### src/rtl/ck_pkg.sv
`timescale 1ns/1ps
package ck_pkg;

    localparam int IVL_W   = 2;
    localparam int DLY_W   = 2;
    localparam int MAX_IVL = (1 << IVL_W);          // bytes per slowest sample period
    localparam int MAX_DLY = (1 << DLY_W) - 1;      // largest delay count
    localparam int MAX_TAP = MAX_DLY * MAX_IVL;     // deepest delay in cycles
    localparam int TAP_W   = $clog2(MAX_TAP + 1);

    // Control word, packed so that bit 0 is the enable.
    typedef struct packed {
        logic             dly_bytes;  // bit 7
        logic             keep_drv;   // bit 6
        logic [DLY_W-1:0] dly;        // bits 5:4
        logic [IVL_W-1:0] ivl;        // bits 3:2
        logic             rise;       // bit 1
        logic             en;         // bit 0
    } ck_ctrl_t;

    typedef struct packed {
        logic tri_lvl;
        logic match;
    } ck_out_t;

    // Delay in pixel-clock cycles selected by the control word.
    function automatic logic [TAP_W-1:0] tap_len(ck_ctrl_t c);
        logic [TAP_W-1:0] d;
        logic [TAP_W-1:0] span;
        d    = TAP_W'(c.dly);
        span = TAP_W'(c.ivl) + TAP_W'(1);
        return c.dly_bytes ? d : TAP_W'(d * span);
    endfunction

endpackage

### src/rtl/ck_regs.sv
`timescale 1ns/1ps
module ck_regs
    import ck_pkg::*;
#(
    parameter int BYTE_W    = 8,
    parameter int KEY_BYTES = 3,
    parameter int ADDR_W    = 3,
    localparam int KEY_W    = BYTE_W * KEY_BYTES
) (
    input  logic              clk,
    input  logic              rst,
    input  logic              we,
    input  logic [ADDR_W-1:0] addr,
    input  logic [BYTE_W-1:0] wdata,
    output ck_ctrl_t          ctrl_q,
    output logic [KEY_W-1:0]  key_q,
    output logic              wide_q
);

    always_ff @(posedge clk) begin
        if (rst) begin
            ctrl_q <= '0;
            key_q  <= '0;
            wide_q <= 1'b0;
        end else if (we) begin
            if (addr == '0)
                ctrl_q <= ck_ctrl_t'(wdata[$bits(ck_ctrl_t)-1:0]);
            for (int i = 0; i < KEY_BYTES; i++) begin
                if (addr == ADDR_W'(i + 1))
                    key_q[i*BYTE_W +: BYTE_W] <= wdata;
            end
            if (addr == ADDR_W'(KEY_BYTES + 1))
                wide_q <= wdata[0];
        end
    end

endmodule

### src/rtl/ck_sampler.sv
`timescale 1ns/1ps
module ck_sampler
    import ck_pkg::*;
#(
    parameter int BYTE_W    = 8,
    parameter int KEY_BYTES = 3,
    localparam int KEY_W    = BYTE_W * KEY_BYTES
) (
    input  logic              clk,
    input  logic              rst,
    input  logic              en,
    input  logic [IVL_W-1:0]  ivl,
    input  logic              wide,
    input  logic [KEY_W-1:0]  key,
    input  logic              disp_en,
    input  logic [BYTE_W-1:0] pix,
    output logic              match_hold,
    output logic              sample_now
);

    logic             de_q;
    logic [IVL_W-1:0] phase_q;
    logic             de_rise;
    logic             eq_narrow;
    logic             eq_wide;
    logic             hit;

    assign de_rise    = disp_en & ~de_q;
    assign sample_now = disp_en & (de_rise | (phase_q == ivl));
    assign eq_narrow  = (pix == key[BYTE_W-1:0]);
    assign hit        = wide ? eq_wide : eq_narrow;

    // Window of recent bytes for the wide compare.
    if (KEY_BYTES > 1) begin : g_window
        localparam int HW = KEY_W - BYTE_W;
        logic [HW-1:0] hist_q;
        always_ff @(posedge clk) begin
            if (rst) hist_q <= '0;
            else     hist_q <= HW'({hist_q, pix});
        end
        assign eq_wide = ({hist_q, pix} == key);
    end else begin : g_single
        assign eq_wide = eq_narrow;
    end

    always_ff @(posedge clk) begin
        if (rst) begin
            de_q       <= 1'b0;
            phase_q    <= '0;
            match_hold <= 1'b0;
        end else begin
            de_q <= disp_en;
            if (sample_now)
                phase_q <= '0;
            else if (disp_en)
                phase_q <= phase_q + 1'b1;
            if (!en || !disp_en)
                match_hold <= 1'b0;
            else if (sample_now)
                match_hold <= hit;
        end
    end

    a_r3_first_byte: assert property (@(posedge clk) disable iff (rst)
        $rose(disp_en) |-> sample_now);
    a_r3_only_in_display: assert property (@(posedge clk) disable iff (rst)
        sample_now |-> disp_en);
    a_r6_clear_outside: assert property (@(posedge clk) disable iff (rst)
        (!disp_en || !en) |=> !match_hold);
    a_r6_hold_between: assert property (@(posedge clk) disable iff (rst)
        (disp_en && en && !sample_now) |=> $stable(match_hold));

endmodule

### src/rtl/ck_delay.sv
`timescale 1ns/1ps
module ck_delay #(
    parameter int DEPTH = 12,
    localparam int TW   = $clog2(DEPTH + 1)
) (
    input  logic          clk,
    input  logic          rst,
    input  logic          din,
    input  logic [TW-1:0] tap,
    output logic          dout
);

    logic [DEPTH-1:0] line_q;   // line_q[k] is din from k+1 cycles ago

    always_ff @(posedge clk) begin
        if (rst) line_q <= '0;
        else     line_q <= {line_q[DEPTH-2:0], din};
    end

    always_comb begin
        if (tap == '0) dout = din;
        else           dout = line_q[tap - 1'b1];
    end

    a_r7_one_cycle: assert property (@(posedge clk) disable iff (rst)
        (tap == TW'(1) && $past(tap) == TW'(1)) |-> dout == $past(din));
    a_r7_two_cycle: assert property (@(posedge clk) disable iff (rst)
        (tap == TW'(2) && $stable(tap)) |=> dout == $past(din, 2));

endmodule

### src/rtl/ck_edge_out.sv
`timescale 1ns/1ps
module ck_edge_out #(
    parameter int W = 2
) (
    input  logic         clk,
    input  logic         rst,
    input  logic         rise_sel,
    input  logic [W-1:0] d,
    output logic [W-1:0] q
);

    logic [W-1:0] fall_q;

    always_ff @(negedge clk) begin
        if (rst) fall_q <= '0;
        else     fall_q <= d;
    end

    assign q = rise_sel ? d : fall_q;

    // At each rising edge the falling-edge copy still shows the value
    // launched on the previous rising edge.
    a_r9_fall_copy: assert property (@(posedge clk) disable iff (rst)
        !rise_sel |-> q == d);

endmodule

### src/rtl/colorkey_overlay.sv
`timescale 1ns/1ps
module colorkey_overlay
    import ck_pkg::*;
#(
    parameter int BYTE_W    = 8,
    parameter int KEY_BYTES = 3,
    localparam int KEY_W    = BYTE_W * KEY_BYTES,
    localparam int ADDR_W   = $clog2(KEY_BYTES + 2)
) (
    input  logic              clk,
    input  logic              rst,
    input  logic              disp_en,
    input  logic [BYTE_W-1:0] pix,
    input  logic              cfg_we,
    input  logic [ADDR_W-1:0] cfg_addr,
    input  logic [BYTE_W-1:0] cfg_wdata,
    output logic              key_match,
    output logic              ovl_pix_tri,
    output logic              ovl_clk_tri
);

    ck_ctrl_t         ctrl_q;
    logic [KEY_W-1:0] key_q;
    logic             wide_q;
    logic             match_hold;
    logic             sample_now;
    logic             tri_dly;
    ck_out_t          pos_out;
    ck_out_t          edge_out;

    ck_regs #(.BYTE_W(BYTE_W), .KEY_BYTES(KEY_BYTES), .ADDR_W(ADDR_W)) u_regs (
        .clk    (clk),
        .rst    (rst),
        .we     (cfg_we),
        .addr   (cfg_addr),
        .wdata  (cfg_wdata),
        .ctrl_q (ctrl_q),
        .key_q  (key_q),
        .wide_q (wide_q)
    );

    ck_sampler #(.BYTE_W(BYTE_W), .KEY_BYTES(KEY_BYTES)) u_sampler (
        .clk        (clk),
        .rst        (rst),
        .en         (ctrl_q.en),
        .ivl        (ctrl_q.ivl),
        .wide       (wide_q),
        .key        (key_q),
        .disp_en    (disp_en),
        .pix        (pix),
        .match_hold (match_hold),
        .sample_now (sample_now)
    );

    ck_delay #(.DEPTH(MAX_TAP)) u_delay (
        .clk  (clk),
        .rst  (rst),
        .din  (match_hold),
        .tap  (tap_len(ctrl_q)),
        .dout (tri_dly)
    );

    always_comb begin
        pos_out.match   = match_hold;
        pos_out.tri_lvl = tri_dly & ctrl_q.en & ~ctrl_q.keep_drv;
    end

    ck_edge_out #(.W($bits(ck_out_t))) u_edge (
        .clk      (clk),
        .rst      (rst),
        .rise_sel (ctrl_q.rise),
        .d        (pos_out),
        .q        (edge_out)
    );

    assign key_match   = edge_out.match;
    assign ovl_pix_tri = edge_out.tri_lvl;
    assign ovl_clk_tri = edge_out.tri_lvl;

    a_r8_keep_driven: assert property (@(posedge clk) disable iff (rst)
        (ctrl_q.keep_drv && $stable(ctrl_q) && ctrl_q.rise) |-> !ovl_pix_tri);
    a_r8_pair_equal: assert property (@(posedge clk) disable iff (rst)
        ovl_pix_tri == ovl_clk_tri);

endmodule

### config.mk
export PLATFORM = sky130hd
export DESIGN_NAME = colorkey_overlay
export DESIGN_NICKNAME = d
export VERILOG_FILES = /design/src/rtl/ck_pkg.sv /design/src/rtl/ck_regs.sv /design/src/rtl/ck_sampler.sv /design/src/rtl/ck_delay.sv /design/src/rtl/ck_edge_out.sv /design/src/rtl/colorkey_overlay.sv
export SDC_FILE = /design/constraint.sdc
export NUM_CORES = 1
export LEC_CHECK = 0
export ABC_AREA = 1
export ABC_CLOCK_PERIOD_IN_PS = 7600
export BUFFER_PORTS_ARGS = -buffer_cell sky130_fd_sc_hd__clkbuf_2
export CAP_MARGIN = 20
export CORE_MARGIN = 2
export CORE_UTILIZATION = 32
export CTS_CLUSTER_SIZE = 24
export DETAILED_ROUTE_END_ITERATION = 12
export SLEW_MARGIN = 20
export SYNTH_ARGS = -nofsm -noshare
export SYNTH_HDL_FRONTEND = slang
export SYNTH_SLANG_ARGS = --single-unit
### constraint.sdc
create_clock -name clk -period 7.6 [get_ports clk]
set_clock_uncertainty 0.15 [all_clocks]
set_input_delay 1.52 -clock clk [delete_from_list [all_inputs] [get_ports clk]]
set_output_delay 1.52 -clock clk [all_outputs]
set_load 0.01 [all_outputs]
; ---- After elaboration in Yosys (flattened, before gate mapping)
; Index checks and enable logic that the tools add are counted.
[op_classes]
n_addsub = 3
mul = 1
n_lt_le_gt_ge = 1
n_eq_ne = 7
n_mux = 6
bitwise_logic = 7
n_reduce_logical = 12
[ops]
columns = cell, n
row1 = == test 24 bit, 1
row2 = AND reduction 2 bit, 5
row3 = == test 8 bit, 1
row4 = == test 3 x 2 -> 1 bit (second input constant), 2
row5 = less-than comparator 4 x 5 -> 1 bit (second input constant), 1
row6 = AND 1 bit, 4
row7 = binary-select mux 1 bit (select 4 bit), 1
row8 = logical NOT 4 bit, 1
row9 = multiplier 2 x 3 -> 4 bit, 1
row10 = two-way mux 4 bit, 1
row11 = OR reduction 2 bit, 2
row12 = subtractor 4 x 1 -> 4 bit (second input constant), 1
row13 = adder 2 x 1 -> 3 bit (second input constant), 1
row14 = == test 3 x 1 -> 1 bit (second input constant), 1
row15 = == test 3 bit (second input constant), 1
row16 = logical NOT 3 bit, 1
row17 = two-way mux 1 bit, 3
row18 = adder 2 x 1 -> 2 bit (second input constant), 1
row19 = == test 2 bit, 1
row20 = logical NOT 1 bit, 2
row21 = two-way mux 2 bit, 1
row22 = inverter 1 bit, 2
row23 = logical OR 1 bit, 1
row24 = bitwise OR 1 bit, 1
[totals]
reg_bits = 67
input_bits = 23
output_inout_bits = 3
wordCells = 53

; ---- Longest topological paths before layout
[logic_depth]
word_depth = 10
mapped_depth = 17
mapped_depth_nobuf = 16

; ---- Modules after synthesis
; Synthesis repeated with hierarchy kept, for this count alone.
[unflattened]
cells_unflattened = 492
area_unflattened_um2 = 3191.8
[by_module_without_submodules]
columns = mod, n_inst, cells_each, area_per_inst_um2, seq_area_each_um2
row1 = ck_regs, 1, 200, 1398.8, 660.6
row2 = ck_sampler, 1, 174, 1054.8, 400.4
row3 = ck_delay, 1, 81, 524.3, 240.2
row4 = colorkey_overlay, 1, 23, 128.9, 0.0
row5 = ck_edge_out, 1, 14, 85.1, 40.0

==> impl_metrics.json <==
{
  "path_clk_slew_ns": 0.07,
  "critPathArrivalTime_ns": 4.73,
  "crit_path_end": "key_match",
  "ios": 26,
  "synth_fp_nets": 409,
  "grt_pass1_wl_um": 10300,
  "power_switching_mw": 0.167,
  "ys_types": 30,
  "reg2reg_depth": 13,
  "hold-worst-slack_ns": 0.282,
  "synth_edf_count": 0,
  "syn_inst": 382,
  "dieArea_um2": 9910,
  "yosys-top-cells-area": "dfxtp_1, nor2_1, inv_1",
  "n_antenna_cell": 0,
  "die_w_um": 99.5,
  "async_flop_share": 0,
  "hold_viol_final": 0,
  "p_sw_frac": 0.238,
  "synth_top_cell_by_area": "dfxtp_1",
  "die_h_um": 99.5,
  "slew_violations": 0,
  "p_int_mw": 0.536,
  "ctsLongestPathBuffers": 2,
  "num_rows": 34,
  "grt_antenna_before_repair": 0,
  "hpwl_um": 4230,
  "layout-drive-gt1-share": 0.138,
  "worst_path_max_delay_cell": "dfxtp_1",
  "r2r-end": "u_edge.fall_q[1]",
  "p_seq_frac": 0.525,
  "status": "finished clean",
  "cts_resized": 0,
  "worstMarginPinSlew_ns": 0.792,
  "drt-initial-drc-count": 116,
  "p_per_area_nw_per_um2": 213,
  "fill_cells": 908,
  "setup.worst_path.start": "u_edge.fall_q[0]",
  "hold_buffers": 0,
  "fin_tns_setup_ns": 0,
  "max_cap_violations": 0,
  "dr.pass1.iters": 4,
  "cts_tree": "built",
  "finalNonFillerCells": 520,
  "crit_path_max_incr_delay_ns": 0.29,
  "grt_overflow_total": 0,
  "p_leak_nw": 1.49,
  "post_cts_buffers": 0,
  "total_power_mw": 0.703,
  "slew_headroom": 0.472,
  "syn_to_final_growth_pct": 12.9,
  "route.detailed.drc": 0,
  "placed_cells_incl_taps": 504,
  "crit_type": "flip-flop to primary output",
  "grt_max_degree": 34,
  "place.gp.congestion": 0.788,
  "synth_top_area_frac": 0.459,
  "startpoint_type": "flip-flop",
  "wire_per_inst_um": 11.1,
  "vdd_drop_max_mv": 0.102,
  "path_cells": "nand2_1 > o21ai_0 > clkbuf_2",
  "nNetsFinal": 435,
  "ff2ff_setup_slack_ns": 1.33,
  "mostFrequentLayoutCell": "nor2_1",
  "ys_ff_latch": 67,
  "comb_power_share": 0.086,
  "rr_startpoint": "u_regs.ctrl_q[2]",
  "rsz0062_at_grt": "no",
  "clock_latency_ns": 0.34,
  "critPathRequiredTime_ns": 5.93,
  "clock_sinks": 67,
  "wirelength_um": 5760,
  "finalSetupViolations": 0,
  "final_cell_mix": "nor2_1, dfxtp_1, inv_1",
  "cp_max_fo": 1,
  "vias": 2311,
  "synth_ff_type": "dfxtp_1",
  "syn_area_per_cell_um2": 7.64,
  "placement.io_buffers": 25,
  "pwr-share-clk": 0.389,
  "detailedPlace.worstSlack_ns": 1.29,
  "grt_use_total": 0.130,
  "core-area_um2": 8810,
  "ys.warnings.count": 0,
  "synth-seq-area-share": 0.459,
  "via_per_inst": 4.44,
  "grt_pass1_vias": 2261,
  "root_buffer": "clkbuf_8",
  "cts_made_buffers": 9,
  "setup_slack_ns": 1.20,
  "netlist_area_um2": 2920,
  "endpoint_kind": "primary output",
  "hold_path_class": "flip-flop to flip-flop",
  "ant_nets": 0,
  "start_util": 0.332,
  "htreeDepth": 3
}
-- layout make-up --
| type | instances | area (µm²) | share of cell area |
|---|---|---|---|
| flip-flops and latches | 67 | 1340 | 0.407 |
| repair buffers | 25 | 125 | 0.0379 |
| well taps | 108 | 135 | 0.0410 |
| clock inverters | 5 | 47.5 | 0.0144 |
| multi-input cells | 242 | 1280 | 0.390 |
| inverters | 61 | 229 | 0.0694 |
| clock buffers | 12 | 135 | 0.0410 |
-- power groups by stage --
| stage | sequential [mW] | combinational (mW) | clock (mW) |
|---|---|---|---|
| CTS | 0.369 | 0.0612 | 0.283 |
| global route | 0.370 | 0.0696 | 0.302 |
| floorplan | 0.375 | 0.0436 | 0.00247 |
| global placement | 0.377 | 0.0598 | 0.00247 |
| finish | 0.369 | 0.0602 | 0.274 |
| detailed placement | 0.377 | 0.0608 | 0.00247 |
-- through the flow --
step / utilization / cell area (µm²)
floorplan: - / 2920
global placement: 0.354 / 3120
detailed placement: 0.354 / 3120
CTS: 0.375 / 3300
global route: 0.375 / 3300
finish: 0.375 / 3300
-- registers in the layout (all words and copies together) (netlist names) --
name	count
u_sampler.g_window.hist_q	16
u_sampler.match_hold	1
u_sampler.de_q	1
u_regs.wide_q	1
u_edge.fall_q	2
u_regs.ctrl_q	8
u_delay.line_q	12
u_regs.key_q	24
u_sampler.phase_q	2
-- how the worst min path moves through the flow --
stage,start,to,slack [ns],depth (start not counted)
floorplan,u_delay.line_q[9],u_delay.line_q[10],0.26,2
global placement,u_delay.line_q[2],u_delay.line_q[3],0.27,2
detailed placement,u_sampler.g_window.hist_q[1],u_sampler.g_window.hist_q[9],0.28,2
CTS,u_sampler.g_window.hist_q[1],u_sampler.g_window.hist_q[9],0.29,2
global route,u_sampler.g_window.hist_q[0],u_sampler.g_window.hist_q[8],0.30,2
finish,u_sampler.g_window.hist_q[0],u_sampler.g_window.hist_q[8],0.28,2
-- synthesized netlist by cell type (2+ instances only) --
| cell type | count |
|---|---|
| inv_1 | 59 |
| nor2_2 | 3 |
| nand3_2 | 3 |
| buf_6 | 2 |
| nand2_4 | 3 |
| nor2_1 | 81 |
| inv_2 | 3 |
| nand3_1 | 20 |
| clkbuf_1 | 7 |
| nand2_2 | 2 |
| xnor2_1 | 14 |
| ha_1 | 3 |
| nand4_1 | 4 |
| o21ai_0 | 38 |
| dfxtp_1 | 67 |
| nand2_1 | 35 |
| a21oi_1 | 17 |
| xor2_1 | 9 |
-- cells by family after synthesis --
kind of cell | after synthesis | share of synthesized area
and+or+nand+nor | 157 | 0.249
DFF | 67 | 0.459
adders and majority gates | 4 | 0.0197
xor gates and xnor gates | 23 | 0.0690
AOI/OAI and AO/OA | 58 | 0.102
buffers and inverters | 73 | 0.101
-- worst max-delay path: cells and delay by family, from the launching register on --
kind,cells,cell delay [ns]
AO/OA/AOI/OAI,1,0.07
buffers and inverters,1,0.16
flip-flops,1,0.29
AND/OR/NAND/NOR,1,0.04
-- layer usage --
metal / wire [µm] / vias to the layer above / global-route usage
met2: 2760 / 26 / 0.215
met4: 117 / 0 / 0.0601
met5: 0 / - / 0
li1: - / 1228 / -
met3: 150 / 9 / 0.0253
met1: 2740 / 1048 / 0.164
Note: power is estimated with default switching activity, not from simulation.
